**config.mk**
```make
export PLATFORM = sky130hd
export DESIGN_NAME = chan_timing_seq
export DESIGN_NICKNAME = d
export VERILOG_FILES = /design/src/rtl/chan_timing_seq.sv
export SDC_FILE = /design/constraint.sdc
export NUM_CORES = 1
export LEC_CHECK = 0
export CORE_AREA = 2 2 104 106
export CTS_BUF_LIST = sky130_fd_sc_hd__clkbuf_4
export CTS_CLUSTER_DIAMETER = 80
export DETAILED_ROUTE_END_ITERATION = 7
export DIE_AREA = 0 0 106 108
export HOLD_SLACK_MARGIN = 0.12
export PLACE_DENSITY = 0.59
export RECOVER_POWER = 50
export SYNTH_ARGS = -nofsm -noshare
export SYNTH_HDL_FRONTEND = slang
export SYNTH_SLANG_ARGS = --single-unit
```
**constraint.sdc**
```tcl
create_clock -name clk -period 2.6 [get_ports clk]
set_input_delay 0.52 -clock clk [delete_from_list [all_inputs] [get_ports clk]]
set_output_delay 0.52 -clock clk [all_outputs]
set_load 0.005 [all_outputs]
```
**src/rtl/chan_timing_seq.sv**
```systemverilog
module chan_timing_seq #(
  parameter int CW = 10
) (
  input  logic          clk,
  input  logic          rst_n,
  input  logic          cfd_i,
  input  logic          validate_i,
  input  logic          reject_i,
  input  logic          cfg_we,
  input  logic [2:0]    cfg_sel,
  input  logic [CW-1:0] cfg_wdata,
  output logic [CW-1:0] cfg_rdata,
  output logic          active_o,
  output logic          ftrig_win_o,
  output logic          pk_gate_o,
  output logic          conv_start_o,
  output logic          busy_o,
  output logic          readout_o,
  output logic          pileup_o
);
  localparam int NSP = 5;
  localparam logic [2:0] NSP_C = 3'(NSP);
  localparam logic [CW-1:0] LAST = '1;

  logic [CW-1:0] sp [NSP];
  logic          run, vld;
  logic [CW-1:0] cnt;

  always_ff @(posedge clk) begin
    if (!rst_n) begin
      for (int i = 0; i < NSP; i++) sp[i] <= '0;
    end else if (cfg_we && cfg_sel < NSP_C) begin
      sp[cfg_sel] <= cfg_wdata;
    end
  end

  assign cfg_rdata = (cfg_sel < NSP_C) ? sp[cfg_sel] : '0;

  wire [CW-1:0] t_ftw  = sp[0];
  wire [CW-1:0] t_val  = sp[1];
  wire [CW-1:0] t_hold = sp[2];
  wire [CW-1:0] t_busy = sp[3];
  wire [CW-1:0] t_ro   = sp[4];

  wire fin = (cnt == LAST) || (vld ? (cnt == t_ro) : (cnt == t_val));

  always_ff @(posedge clk) begin
    if (!rst_n || reject_i) begin
      run <= 1'b0;
      vld <= 1'b0;
      cnt <= '0;
    end else if (!run) begin
      if (cfd_i) begin
        run <= 1'b1;
        vld <= 1'b0;
        cnt <= '0;
      end
    end else if (fin) begin
      run <= 1'b0;
      vld <= 1'b0;
      cnt <= '0;
    end else begin
      cnt <= cnt + 1'b1;
      if (validate_i && cnt < t_val) vld <= 1'b1;
    end
  end

  assign active_o     = run;
  assign ftrig_win_o  = run && (cnt < t_ftw);
  assign pk_gate_o    = run && (cnt < t_hold);
  assign conv_start_o = run && vld && (cnt == t_hold);
  assign busy_o       = run && (cnt < t_busy);
  assign readout_o    = run && vld && (cnt == t_ro);
  assign pileup_o     = run && cfd_i;
endmodule

```
After elaboration in Yosys (flattened, before gate mapping)
Memory sizes are Yosys's and may differ from the RTL's.
Cells that the tools add are included.
W data, S select, Z words.
Storage, ports and cells
  flip-flop bits (word level): 12
  memories kept: 1
  bits in writable memories: 50
  logic and storage cells: 49
  bits of input ports: 19
Memory list
  sp: words 5, width 10, rd ports 6, clocked after Yosys merged registers in 0, write ports 5, RTL line 25  | logic [CW-1:0] sp [NSP];
Operators by class
  muxes and demuxes: 19
  magnitude comparators: 5
  equal/unequal tests: 5
  add/subtract/negate cells: 1
  reductions and logical operators: 15
Operators with widths (count)
  $mux W10: 5
  $lt A10 B10 Y1: 4
  $eq A10 B10 Y1: 3
  $mux W1: 13
  $add A10 B1 Y10 const B: 1
  $eq A10 B10 Y1 const B: 1
  $reduce_or A10 Y1: 1
  $logic_and A1 B1 Y1: 9
  $lt A3 B3 Y1 const B: 1
  $mux W3: 1
  $ne A3 B1 Y1 const B: 1
  $logic_or A1 B1 Y1: 2
  $reduce_and A2 Y1: 1
  $reduce_bool A2 Y1: 1
  $logic_not A1 Y1: 1

Longest topological paths before layout
Gate-level depths: netlist (run 1).
  depth after elaboration: 7
  mapped depth: 8
  mapped depth without buffers: 7

Worst setup path after synthesis (run 1)
Ideal clock, no wire load.
  path kind: input port to flip-flop
  start: input port cfg_sel[1]
  end: memory sp[3][0], enable pin
  cell stages on the path: 4
  path buffers: 2
  arrival time: 1902 ps
  library setup time: 391 ps
  setup slack: 307 ps
  required time: 2209 ps
  cells stage by stage: clkbuf_1 > buf_2 > nand2_1 > o21ai_0
RTL lines
  start, declared: RTL line 10  | input logic [2:0] cfg_sel,
  end, declared: RTL line 25

Worst setup path in the final report (run 1)
  start: input port cfg_sel[2]
  end: output port cfg_rdata[0]
Between the ends
  longest elaborated chain between the ends: 2
Ends and longest elaborated chain
  $lt A3 B3 Y1 or $mem_v2 Z5 W10 (tied branches)
  $mux W10 (*): RTL line 37  | assign cfg_rdata = (cfg_sel < NSP_C) ? sp[cfg_sel] : '0;
  end, declared: RTL line 12  | output logic [CW-1:0] cfg_rdata,
Every way passes the cells marked *; elsewhere a longest branch is shown, timed or not.

==> flow_results.xml, run 1 <==
<?xml version="1.0" encoding="UTF-8"?>
<metrics>
  <group name="sta">
    <metric name="finalClockSkew" unit="ns">0.0172</metric>
    <metric name="timing_max_transition_violations_final" unit="">0</metric>
    <metric name="rsz0062_at_grt" unit="">true</metric>
    <metric name="worst_slack" unit="ns">-0.0911</metric>
    <metric name="finalSetupViolations" unit="">9</metric>
    <metric name="slew_headroom" unit="">0.615</metric>
    <metric name="timing.final.hold_violations" unit="">0</metric>
    <metric name="achievable_frequency" unit="MHz">372</metric>
    <metric name="fin_crit" unit="ns">2.69</metric>
    <metric name="tightestPinTransition" unit="ns">0.577</metric>
    <metric name="fin_tns_setup" unit="ns">-0.562</metric>
    <metric name="finalCritPeriodShare" unit="">1.04</metric>
  </group>
  <group name="synth">
    <metric name="yosys-top-cells-area" unit="">edfxtp_1 37%, ha_1 12%, and2_1 7.9%</metric>
    <metric name="synth_seq_area_share" unit="">0.432</metric>
    <metric name="synth_enable_flop_cells" unit="">50</metric>
    <metric name="netlist_instances" unit="">395</metric>
    <metric name="synth_top_flop_cell" unit="">edfxtp_1</metric>
    <metric name="synth_most_common_cell" unit="">and2_1</metric>
    <metric name="netlist_area_pre_place" unit="mm^2">0.00404</metric>
    <metric name="synth_cell_type_count" unit="">46</metric>
    <metric name="post-synth-top-area-cell" unit="">edfxtp_1</metric>
    <metric name="syn_nets" unit="">453</metric>
    <metric name="yosysWarningCount" unit="">0</metric>
    <metric name="async_flop_share" unit="">0</metric>
    <metric name="synth.cells.most_frequent" unit="">51 x and2_1, 50 x edfxtp_1, 46 x inv_1, 39 x ha_1, 15 x nand2_1</metric>
    <metric name="netlist.area_leader.share" unit="">0.372</metric>
    <metric name="postSynthRegisterBits" unit="">62</metric>
    <metric name="synth.avg_cell_area" unit="um^2">10.2</metric>
  </group>
  <group name="detailed_routing">
    <metric name="met2WireLength" unit="mm">5.41</metric>
    <metric name="met1_length" unit="mm">5.08</metric>
    <metric name="drt-total-wl" unit="mm">11.2</metric>
    <metric name="viasPerCell" unit="">5.32</metric>
    <metric name="route.vias.total" unit="">3289</metric>
    <metric name="detail_route.iter0.violations" unit="">240</metric>
    <metric name="top_layer" unit="">met4</metric>
    <metric name="sum_of_met3_wire_segment_lengths_after_detailed_routing" unit="um">460</metric>
    <metric name="drc" unit="">0</metric>
    <metric name="wl_per_cell" unit="um">18.1</metric>
    <metric name="drtPass1Iterations" unit="">4</metric>
    <metric name="antenna_violating_nets_post_route" unit="">0</metric>
  </group>
  <group name="clocking">
    <metric name="tritoncts" unit="">built</metric>
    <metric name="cts.sinks" unit="">62</metric>
    <metric name="tritoncts.num_buffers" unit="">9</metric>
    <metric name="clock_latency" unit="ns">0.43</metric>
    <metric name="cts_htree_levels" unit="">3</metric>
    <metric name="cts.clk_slew.worst_paths" unit="ns">0.11</metric>
    <metric name="clk_root_buffer_cell" unit="">clkbuf_4</metric>
    <metric name="cts_max_path_buffers" unit="">2</metric>
    <metric name="hold_fix_buffers_at_cts" unit="">0</metric>
  </group>
  <group name="global_routing">
    <metric name="maximum_number_of_pins_on_one_net_before_global_route_repair" unit="">16</metric>
    <metric name="grt_pass1_vias" unit="">3298</metric>
    <metric name="all_layer_global_routing_usage" unit="">0.206</metric>
    <metric name="grt_remaining_overflow" unit="">0</metric>
    <metric name="first_pass_grt_wire_length" unit="mm">17.5</metric>
    <metric name="antenna_violations_before_repair" unit="">0</metric>
  </group>
  <group name="finish">
    <metric name="area_growth" unit="%">28.8</metric>
    <metric name="area_of_the_multi_input_gates" unit="mm^2">0.00220</metric>
    <metric name="final_net_count" unit="">535</metric>
    <metric name="ff_latch_area" unit="mm^2">0.00175</metric>
    <metric name="count_of_antenna_diodes_in_the_layout" unit="">0</metric>
    <metric name="nFillCells" unit="">973</metric>
    <metric name="drive_above_1_share" unit="">0.195</metric>
  </group>
  <group name="placement">
    <metric name="pre_cts_ws" unit="ns">-0.237</metric>
    <metric name="port_buffers" unit="">35</metric>
    <metric name="post-dp-hpwl" unit="mm">8.81</metric>
    <metric name="gp_routability_congestion" unit="">0.915</metric>
  </group>
  <group name="worst_setup_path">
    <metric name="critical_path_class" unit="">in2out</metric>
    <metric name="arrival" unit="ns">2.17</metric>
    <metric name="r2r_setup_slack" unit="ns">0.48</metric>
    <metric name="worstPathBufferInverterCount" unit="">4</metric>
    <metric name="cp_top_family" unit="">buffers and inverters</metric>
    <metric name="crit_chain" unit="">clkdlybuf4s50_1 -&gt; clkbuf_1 -&gt; clkbuf_1 -&gt; nand3_1 -&gt; o21ai_0 -&gt; dlygate4sd2_1</metric>
    <metric name="cp.required" unit="ns">2.08</metric>
    <metric name="crit_slowest_cell" unit="">clkdlybuf4s50_1</metric>
    <metric name="timing.critical_path.to_type" unit="">output pin</metric>
    <metric name="critical-path-max-stage-delay" unit="ns">0.45</metric>
    <metric name="path_max_fanout" unit="">9</metric>
    <metric name="worst_path_most_repeated_cell" unit="">clkbuf_1</metric>
    <metric name="critical_path.startpoint_type" unit="">primary input</metric>
  </group>
  <group name="power">
    <metric name="total_power" unit="mW">2.28</metric>
    <metric name="max-vdd-ir-drop" unit="uV">217</metric>
    <metric name="powerDensity" unit="mW/mm^2">439</metric>
    <metric name="power.static_leakage" unit="nW">2.22</metric>
  </group>
  <group name="floorplanning">
    <metric name="io-pin-count" unit="">36</metric>
    <metric name="die-height" unit="um">108</metric>
    <metric name="die_w" unit="um">106</metric>
    <metric name="rows" unit="">37</metric>
    <metric name="floorplan.die_area" unit="mm^2">0.0114</metric>
    <metric name="starting_density" unit="">0.394</metric>
    <metric name="fp.coreArea" unit="mm^2">0.0102</metric>
  </group>
  <group name="flow_run">
    <metric name="max_cap_viol_count" unit="">0</metric>
  </group>
  <group name="status">
    <metric name="failing_checks" unit="">setup timing</metric>
    <metric name="status" unit="">complete, but fails checks</metric>
  </group>
  <group name="min_path">
    <metric name="timing.hold.worst.class" unit="">reg2reg</metric>
  </group>
</metrics>
-- worst register-to-register path: cells and delay by family (launching register included) --
kind | cells | cell delay (ns)
flip-flops | 1 | 0.36
adder cells (fa/ha/maj) | 1 | 0.32
AND/OR/NAND/NOR | 1 | 0.14
buffers and inverters | 1 | 0.20
AO/OA/AOI/OAI | 4 | 0.98
-- worst paths after layout --
path,startpoint,end,depth (start not counted)
worst max-delay path,cfg_sel[2],cfg_rdata[0],6
worst min-delay path,vld,vld,2
worst min register to register,vld,vld,2
worst max register to register,cnt[7],cnt[3],7
-- cell usage in the layout (no fill, tap or decap), types with 8 or more instances in the layout --
cell / n
a21oi_1: 13
and2_0: 21
and2_1: 30
buf_4: 38
clkbuf_1: 9
clkbuf_4: 9
clkdlybuf4s50_1: 17
dlygate4sd2_1: 10
edfxtp_1: 50
ha_1: 34
inv_1: 42
nand2_1: 14
nand2b_1: 8
nand3_1: 13
nand4_1: 12
o21ai_0: 11
-- per-layer routing --
metal	up-vias	GRT usage
met5	-	0
met4	0	0.0733
met3	18	0.0428
met2	98	0.349
met1	1583	0.261
li1	1590	-
-- kinds of logic (layout without fill, tap and decap cells) --
group           after synthesis  count (layout)  share of synthesized area
compound gates               76              76                      0.126
xor+xnor                     13              13                     0.0301
fa+ha+maj                    39              39                      0.121
buf+inv                      62             149                     0.0645
flops                        62              62                      0.432
mux                           9               9                     0.0347
simple gates                134             134                      0.192
-- report_power, final --
group | switching, mW | internal (mW)
clock network | 0.388 | 0.383
logic | 0.169 | 0.171
registers | 0.0462 | 1.12
total | 0.604 | 1.68
-- stage by stage --
step / util / cells / instance area (um^2) / hold WS, ns
after global placement: 0.473 / 591 / 4840 / 0.517
after CTS: 0.499 / 613 / 5110 / 0.552
final: 0.508 / 618 / 5200 / 0.562
after detailed placement: 0.473 / 591 / 4840 / 0.535
after floorplan: - / 395 / 4040 / 0.470
after global routing: 0.508 / 618 / 5200 / 0.596
-- registers in the layout, summed over array words and instances, names as in the netlist --
register  count
cnt          10
sp           50
active_o      1
vld           1
-- layout make-up --
type,instances,area share
inverters,46,0.0332
clock inverters,7,0.0171
flip-flops and latches,62,0.337
multi-input cells,271,0.424
repair buffers,87,0.143
clock buffers,9,0.0130
well taps,136,0.0327
-- repair_timing --
action	4_1_cts	5_1_grt
buffers inserted	6	5
setup endpoints to repair	15	11
pin swaps	9	15
resized for setup	47	20
No activity file was read; power rests on OpenSTA's default activity.
==> inputs of run 2 (changes only) <==
--- a/config.mk
+++ b/config.mk
@@ -11,7 +11,7 @@
 export DETAILED_ROUTE_END_ITERATION = 7
 export DIE_AREA = 0 0 106 108
 export HOLD_SLACK_MARGIN = 0.12
-export PLACE_DENSITY = 0.59
+export PLACE_DENSITY = 0.61
 export RECOVER_POWER = 50
 export SYNTH_ARGS = -nofsm -noshare
 export SYNTH_HDL_FRONTEND = slang
==> constraint.sdc (replaced) <==
create_clock -name clk -period 2.2 [get_ports clk]
set_input_delay 0.44 -clock clk [delete_from_list [all_inputs] [get_ports clk]]
set_output_delay 0.44 -clock clk [all_outputs]
set_load 0.005 [all_outputs]
==> run 2 against run 1 <==
Net effect: the run still ends with setup timing left; via count rose by 6.1%; sequential cell count stayed put; hold slack improved by 0.0031 ns; sequential share of layout area is 2.4 points lower; power increased by 19%; critical path type is now reg2out; critical endpoint is now pk_gate_o.
==> flow_results.xml, run 2 (synthesis results as in run 1) <==
<?xml version="1.0" encoding="UTF-8"?>
<metrics>
  <group name="detailed_routing">
    <metric name="met1_length" unit="mm">4.94</metric>
    <metric name="viasPerCell" unit="">5.36</metric>
    <metric name="met2WireLength" unit="mm">5.62</metric>
    <metric name="wl_per_cell" unit="um">17.8</metric>
    <metric name="drt-total-wl" unit="mm">11.6</metric>
    <metric name="sum_of_met3_wire_segment_lengths_after_detailed_routing" unit="um">663</metric>
    <metric name="antenna_violating_nets_post_route" unit="">0</metric>
    <metric name="drtPass1Iterations" unit="">5</metric>
    <metric name="route.vias.total" unit="">3488</metric>
    <metric name="top_layer" unit="">met4</metric>
    <metric name="detail_route.iter0.violations" unit="">284</metric>
    <metric name="drc" unit="">0</metric>
  </group>
  <group name="placement">
    <metric name="pre_cts_ws" unit="ns">-0.555</metric>
    <metric name="port_buffers" unit="">35</metric>
    <metric name="post-dp-hpwl" unit="mm">8.65</metric>
    <metric name="gp_routability_congestion" unit="">0.853</metric>
  </group>
  <group name="min_path">
    <metric name="holdPathEnd" unit="">vld</metric>
    <metric name="hold_depth" unit="">2</metric>
    <metric name="timing.hold.worst.class" unit="">reg2reg</metric>
    <metric name="hold_path_startpoint" unit="">vld</metric>
  </group>
  <group name="worst_setup_path">
    <metric name="critical_path.startpoint_type" unit="">register</metric>
    <metric name="worstPathBufferInverterCount" unit="">2</metric>
    <metric name="crit_slowest_cell" unit="">edfxtp_1</metric>
    <metric name="timing.critical_path.to_type" unit="">output pin</metric>
    <metric name="path_max_fanout" unit="">2</metric>
    <metric name="ff2ff_path_depth" unit="">9</metric>
    <metric name="r2r_setup_slack" unit="ns">0.01</metric>
    <metric name="cp_top_family" unit="">simple AND/OR/NAND/NOR gates</metric>
    <metric name="cp.required" unit="ns">1.76</metric>
    <metric name="timing.rr.end" unit="">cnt[5]</metric>
    <metric name="crit_chain" unit="">inv_2 -&gt; ha_4 -&gt; a21o_1 -&gt; a21oi_2 -&gt; nor2b_1 -&gt; or4_1 -&gt; nor2_1 -&gt; buf_2</metric>
    <metric name="critical_path_class" unit="">reg2out</metric>
    <metric name="r2r-start" unit="">cnt[3]</metric>
    <metric name="critical-path-max-stage-delay" unit="ns">0.46</metric>
    <metric name="arrival" unit="ns">2.17</metric>
  </group>
  <group name="global_routing">
    <metric name="grt_remaining_overflow" unit="">0</metric>
    <metric name="first_pass_grt_wire_length" unit="mm">17.8</metric>
    <metric name="antenna_violations_before_repair" unit="">0</metric>
    <metric name="maximum_number_of_pins_on_one_net_before_global_route_repair" unit="">16</metric>
    <metric name="grt_pass1_vias" unit="">3414</metric>
    <metric name="all_layer_global_routing_usage" unit="">0.206</metric>
  </group>
  <group name="floorplanning">
    <metric name="die_w" unit="um">106</metric>
    <metric name="fp.coreArea" unit="mm^2">0.0102</metric>
    <metric name="floorplan.die_area" unit="mm^2">0.0114</metric>
    <metric name="io-pin-count" unit="">36</metric>
    <metric name="rows" unit="">37</metric>
    <metric name="starting_density" unit="">0.394</metric>
    <metric name="die-height" unit="um">108</metric>
  </group>
  <group name="flow_run">
    <metric name="max_cap_viol_count" unit="">0</metric>
  </group>
  <group name="sta">
    <metric name="finalCritPeriodShare" unit="">1.18</metric>
    <metric name="timing.final.hold_violations" unit="">0</metric>
    <metric name="achievable_frequency" unit="MHz">384</metric>
    <metric name="finalSetupViolations" unit="">5</metric>
    <metric name="worst_slack" unit="ns">-0.406</metric>
    <metric name="timing_max_transition_violations_final" unit="">0</metric>
    <metric name="rsz0062_at_grt" unit="">true</metric>
    <metric name="worst_hold_slack" unit="ns">0.565</metric>
    <metric name="finalClockSkew" unit="ns">0.0196</metric>
    <metric name="fin_crit" unit="ns">2.61</metric>
    <metric name="slew_headroom" unit="">0.633</metric>
    <metric name="tightestPinTransition" unit="ns">0.550</metric>
  </group>
  <group name="power">
    <metric name="powerDensity" unit="mW/mm^2">484</metric>
    <metric name="total_power" unit="mW">2.72</metric>
    <metric name="max-vdd-ir-drop" unit="uV">326</metric>
    <metric name="power.static_leakage" unit="nW">2.40</metric>
  </group>
  <group name="finish">
    <metric name="area_growth" unit="%">39.2</metric>
    <metric name="layout_commonest_cell" unit="">buf_4</metric>
    <metric name="drive_above_1_share" unit="">0.313</metric>
    <metric name="largest_registers" unit="">sp: 50 flops, cnt: 10 flops</metric>
    <metric name="final_net_count" unit="">568</metric>
    <metric name="largest_register_ffs" unit="">50</metric>
    <metric name="count_of_antenna_diodes_in_the_layout" unit="">0</metric>
    <metric name="most-common-layout-cells" unit="">58 x buf_4, 50 x edfxtp_1, 42 x inv_1</metric>
    <metric name="regMostFlops" unit="">sp</metric>
  </group>
  <group name="clocking">
    <metric name="cts_max_path_buffers" unit="">2</metric>
    <metric name="cts_htree_levels" unit="">3</metric>
    <metric name="cts.clk_slew.worst_paths" unit="ns">0.13</metric>
    <metric name="clk_root_buffer_cell" unit="">clkbuf_4</metric>
    <metric name="cts.sinks" unit="">62</metric>
    <metric name="hold_fix_buffers_at_cts" unit="">0</metric>
    <metric name="tritoncts" unit="">built</metric>
    <metric name="tritoncts.num_buffers" unit="">9</metric>
    <metric name="clock_latency" unit="ns">0.42</metric>
  </group>
  <group name="status">
    <metric name="failing_checks" unit="">setup timing</metric>
    <metric name="status" unit="">complete, but fails checks</metric>
  </group>
</metrics>
[run 2: metal layers]
layer,vias to the layer above,GRT usage
met1,1666,0.261
li1,1668,-
met2,122,0.341
met3,32,0.0362
met5,-,0
met4,0,0.101
[run 2: area by class of cell]
cell class	instances	area [um^2]
Fill cell	902	4610
Inverter	46	173
Clock buffer	9	67.6
Timing Repair Buffer	119	990
Multi-Input combinational cell	272	2380
Sequential cell	62	1760
Tap cell	136	170
Clock inverter	7	80.1
[run 2: worst max-delay path by stage]
| stage | from | to | slack (ns) | depth (start not counted) |
|---|---|---|---|---|
| after global routing | sp[2][7] | pk_gate_o | -0.53 | 8 |
| after floorplan | cnt[7] | pk_gate_o | 0.19 | 6 |
| after global placement | cfg_sel[0] | cfg_rdata[7] | -0.53 | 7 |
| final | sp[2][7] | pk_gate_o | -0.41 | 8 |
| after CTS | sp[2][7] | pk_gate_o | -0.47 | 8 |
| after detailed placement | cfg_sel[0] | cfg_rdata[7] | -0.56 | 7 |
[run 2: worst min-delay path, delay by kind of cell, from the launching register on]
kind                   cells  cell delay (ns)
AO/OA/AOI/OAI              1             0.05
buffers and inverters      1             0.08
flip-flops                 1             0.40
[run 2: repair_timing]
| item | CTS | global route |
|---|---|---|
| gates cloned | 0 | 1 |
| gates resized for setup | 117 | 23 |
| setup endpoints to repair | 15 | 21 |
| setup buffers | 24 | 10 |
| pin swaps | 23 | 22 |
[run 2: through the flow]
step | std cells | utilization | area (um^2) | TNS, ns
floorplan | 395 | - | 4040 | 0
global placement | 606 | 0.483 | 4940 | -8.78
detailed placement | 606 | 0.483 | 4940 | -9.32
CTS | 645 | 0.538 | 5500 | -3.08
global route | 651 | 0.549 | 5620 | -1.82
finish | 651 | 0.549 | 5620 | -1.22
[run 2: where the power goes]
part | internal (mW) | switching, mW
sequential | 1.33 | 0.0563
combinational | 0.239 | 0.220
clock | 0.362 | 0.518
total | 1.93 | 0.794
==> inputs of run 3 (changes only) <==
--- a/config.mk
+++ b/config.mk
@@ -11,7 +11,7 @@
 export DETAILED_ROUTE_END_ITERATION = 7
 export DIE_AREA = 0 0 106 108
 export HOLD_SLACK_MARGIN = 0.12
-export PLACE_DENSITY = 0.61
+export PLACE_DENSITY_LB_ADDON = 0.3
 export RECOVER_POWER = 50
 export SYNTH_ARGS = -nofsm -noshare
 export SYNTH_HDL_FRONTEND = slang
==> run 3 against run 2 <==
Net effect: the run still ends with setup timing left; clock power is 6.4% higher; maximum frequency up 0.59%; clock-buffer cell count unchanged; cell area decreased by 3.5%; power up 0.99%; setup slack better by 0.015 ns; via count down 3.7%; sequential power about the same; sequential cell count unchanged; critical endpoint unchanged; largest power group unchanged.
==> flow_results.xml, run 3 (synthesis results as in run 1) <==
<?xml version="1.0" encoding="UTF-8"?>
<metrics>
  <group name="power">
    <metric name="swShare" unit="">0.270</metric>
    <metric name="power.internal" unit="mW">2.01</metric>
    <metric name="total_power" unit="mW">2.75</metric>
    <metric name="powerDensity" unit="mW/mm^2">507</metric>
    <metric name="p_seq_frac" unit="">0.503</metric>
    <metric name="power.combinational.fraction" unit="">0.157</metric>
    <metric name="power.static_leakage" unit="nW">2.28</metric>
    <metric name="clock_power_share" unit="">0.341</metric>
    <metric name="switching_power_total" unit="uW">742</metric>
    <metric name="max-vdd-ir-drop" unit="uV">280</metric>
  </group>
  <group name="clocking">
    <metric name="cts.sinks" unit="">62</metric>
    <metric name="cts_htree_levels" unit="">3</metric>
    <metric name="cts_max_path_buffers" unit="">2</metric>
    <metric name="cts.clk_slew.worst_paths" unit="ns">0.12</metric>
    <metric name="tritoncts.num_buffers" unit="">9</metric>
    <metric name="tritoncts" unit="">built</metric>
    <metric name="clk_root_buffer_cell" unit="">clkbuf_4</metric>
    <metric name="hold_fix_buffers_at_cts" unit="">0</metric>
    <metric name="clock_latency" unit="ns">0.42</metric>
  </group>
  <group name="global_routing">
    <metric name="antenna_violations_before_repair" unit="">0</metric>
    <metric name="maximum_number_of_pins_on_one_net_before_global_route_repair" unit="">16</metric>
    <metric name="first_pass_grt_wire_length" unit="mm">17.5</metric>
    <metric name="grt_pass1_vias" unit="">3394</metric>
    <metric name="grt_remaining_overflow" unit="">0</metric>
    <metric name="all_layer_global_routing_usage" unit="">0.203</metric>
  </group>
  <group name="floorplanning">
    <metric name="io-pin-count" unit="">36</metric>
    <metric name="die-height" unit="um">108</metric>
    <metric name="starting_density" unit="">0.394</metric>
    <metric name="die_w" unit="um">106</metric>
    <metric name="rows" unit="">37</metric>
    <metric name="floorplan.die_area" unit="mm^2">0.0114</metric>
    <metric name="fp.coreArea" unit="mm^2">0.0102</metric>
  </group>
  <group name="sta">
    <metric name="slew_headroom" unit="">0.606</metric>
    <metric name="fin_crit" unit="ns">2.59</metric>
    <metric name="timing_max_transition_violations_final" unit="">0</metric>
    <metric name="rsz0062_at_grt" unit="">true</metric>
    <metric name="timing.final.hold_violations" unit="">0</metric>
    <metric name="finalSetupViolations" unit="">6</metric>
    <metric name="finalCritPeriodShare" unit="">1.18</metric>
    <metric name="finalClockSkew" unit="ns">0.0191</metric>
    <metric name="worst_hold_slack" unit="ns">0.539</metric>
    <metric name="fin_tns_setup" unit="ns">-1.00</metric>
    <metric name="tightestPinTransition" unit="ns">0.592</metric>
    <metric name="achievable_frequency" unit="MHz">386</metric>
    <metric name="worst_slack" unit="ns">-0.391</metric>
  </group>
  <group name="detailed_routing">
    <metric name="wl_per_cell" unit="um">18.0</metric>
    <metric name="met2WireLength" unit="mm">5.38</metric>
    <metric name="route.vias.total" unit="">3360</metric>
    <metric name="top_layer" unit="">met4</metric>
    <metric name="met1_length" unit="mm">5.02</metric>
    <metric name="sum_of_met3_wire_segment_lengths_after_detailed_routing" unit="um">602</metric>
    <metric name="viasPerCell" unit="">5.31</metric>
    <metric name="antenna_violating_nets_post_route" unit="">0</metric>
    <metric name="drtPass1Iterations" unit="">5</metric>
    <metric name="detail_route.iter0.violations" unit="">214</metric>
    <metric name="drt-total-wl" unit="mm">11.4</metric>
    <metric name="drc" unit="">0</metric>
  </group>
  <group name="finish">
    <metric name="count_of_antenna_diodes_in_the_layout" unit="">0</metric>
    <metric name="most-common-layout-cells" unit="">50 x edfxtp_1, 42 x buf_4, 36 x inv_1</metric>
    <metric name="regMostFlops" unit="">sp</metric>
    <metric name="largest_register_ffs" unit="">50</metric>
    <metric name="drive_above_1_share" unit="">0.284</metric>
    <metric name="design_area" unit="mm^2">0.00542</metric>
    <metric name="final_net_count" unit="">550</metric>
    <metric name="area_growth" unit="%">34.3</metric>
    <metric name="layout_commonest_cell" unit="">edfxtp_1</metric>
    <metric name="stdcell_count" unit="">633</metric>
    <metric name="finalCoreUtilization" unit="">0.530</metric>
    <metric name="largest_registers" unit="">sp: 50 flops, cnt: 10 flops</metric>
  </group>
  <group name="min_path">
    <metric name="timing.hold.worst.class" unit="">reg2reg</metric>
    <metric name="hold_path_startpoint" unit="">vld</metric>
  </group>
  <group name="worst_setup_path">
    <metric name="cp.required" unit="ns">1.76</metric>
    <metric name="path_max_fanout" unit="">2</metric>
    <metric name="arrival" unit="ns">2.15</metric>
    <metric name="critical_path.startpoint" unit="">sp[2][7]</metric>
    <metric name="r2r_setup_slack" unit="ns">0.05</metric>
    <metric name="critical_path.startpoint_type" unit="">register</metric>
    <metric name="timing.critical_path.to_type" unit="">output pin</metric>
    <metric name="r2r-start" unit="">cnt[3]</metric>
    <metric name="critical_path_class" unit="">reg2out</metric>
  </group>
  <group name="status">
    <metric name="status" unit="">complete, but fails checks</metric>
    <metric name="failing_checks" unit="">setup timing</metric>
  </group>
  <group name="placement">
    <metric name="numPlacedInstances" unit="">605</metric>
    <metric name="placed_cell_area" unit="mm^2">0.00492</metric>
    <metric name="pre_cts_ws" unit="ns">-0.512</metric>
    <metric name="post-dp-hpwl" unit="mm">8.70</metric>
    <metric name="gp_routability_congestion" unit="">0.878</metric>
    <metric name="port_buffers" unit="">35</metric>
  </group>
  <group name="flow_run">
    <metric name="max_cap_viol_count" unit="">0</metric>
  </group>
</metrics>
run 3: area by class of cell:
| class | count | area, um^2 |
|---|---|---|
| inverters | 46 | 173 |
| well taps | 136 | 170 |
| fillers | 906 | 4810 |
| clock inverters | 7 | 97.6 |
| repair buffers | 102 | 828 |
| clock buffers | 9 | 67.6 |
| multi-input cells | 271 | 2330 |
| flip-flops and latches | 62 | 1760 |
run 3: power groups by stage:
stage	Clock, mW	Combinational [mW]	Sequential (mW)
floorplan	0	0.195	1.38
global placement	0	0.388	1.40
detailed placement	0	0.397	1.40
CTS	0.948	0.428	1.38
global route	1.01	0.468	1.39
finish	0.936	0.430	1.38
run 3: path summary, 6_finish.rpt:
check,endpoint,depth (start not counted)
worst min-delay path,vld,2
worst max register to register,cnt[2],9
worst min register to register,vld,2
worst max-delay path,pk_gate_o,8
run 3: per-layer routing:
metal  track usage  up-vias
met1         0.258     1601
met2         0.338      113
li1              -     1621
met4        0.0940        0
met3        0.0362       25
met5             0        -
run 3: timing repair:
| action | 4_1_cts | 5_1_grt |
|---|---|---|
| gates cloned | 1 | 0 |
| buffers inserted | 6 | 8 |
| endpoints found under the setup margin | 15 | 16 |
| pin swaps | 17 | 13 |
| hold endpoints to repair | 0 | 0 |
| resized for setup | 112 | 26 |
run 3: worst max-delay path: stages, from the launching register on:
cell	delay (ns)
edfxtp_1	0.47
inv_2	0.10
ha_4	0.20
a21o_1	0.16
a21oi_2	0.11
nor2b_1	0.05
or4_1	0.46
nor2_1	0.09
buf_2	0.11
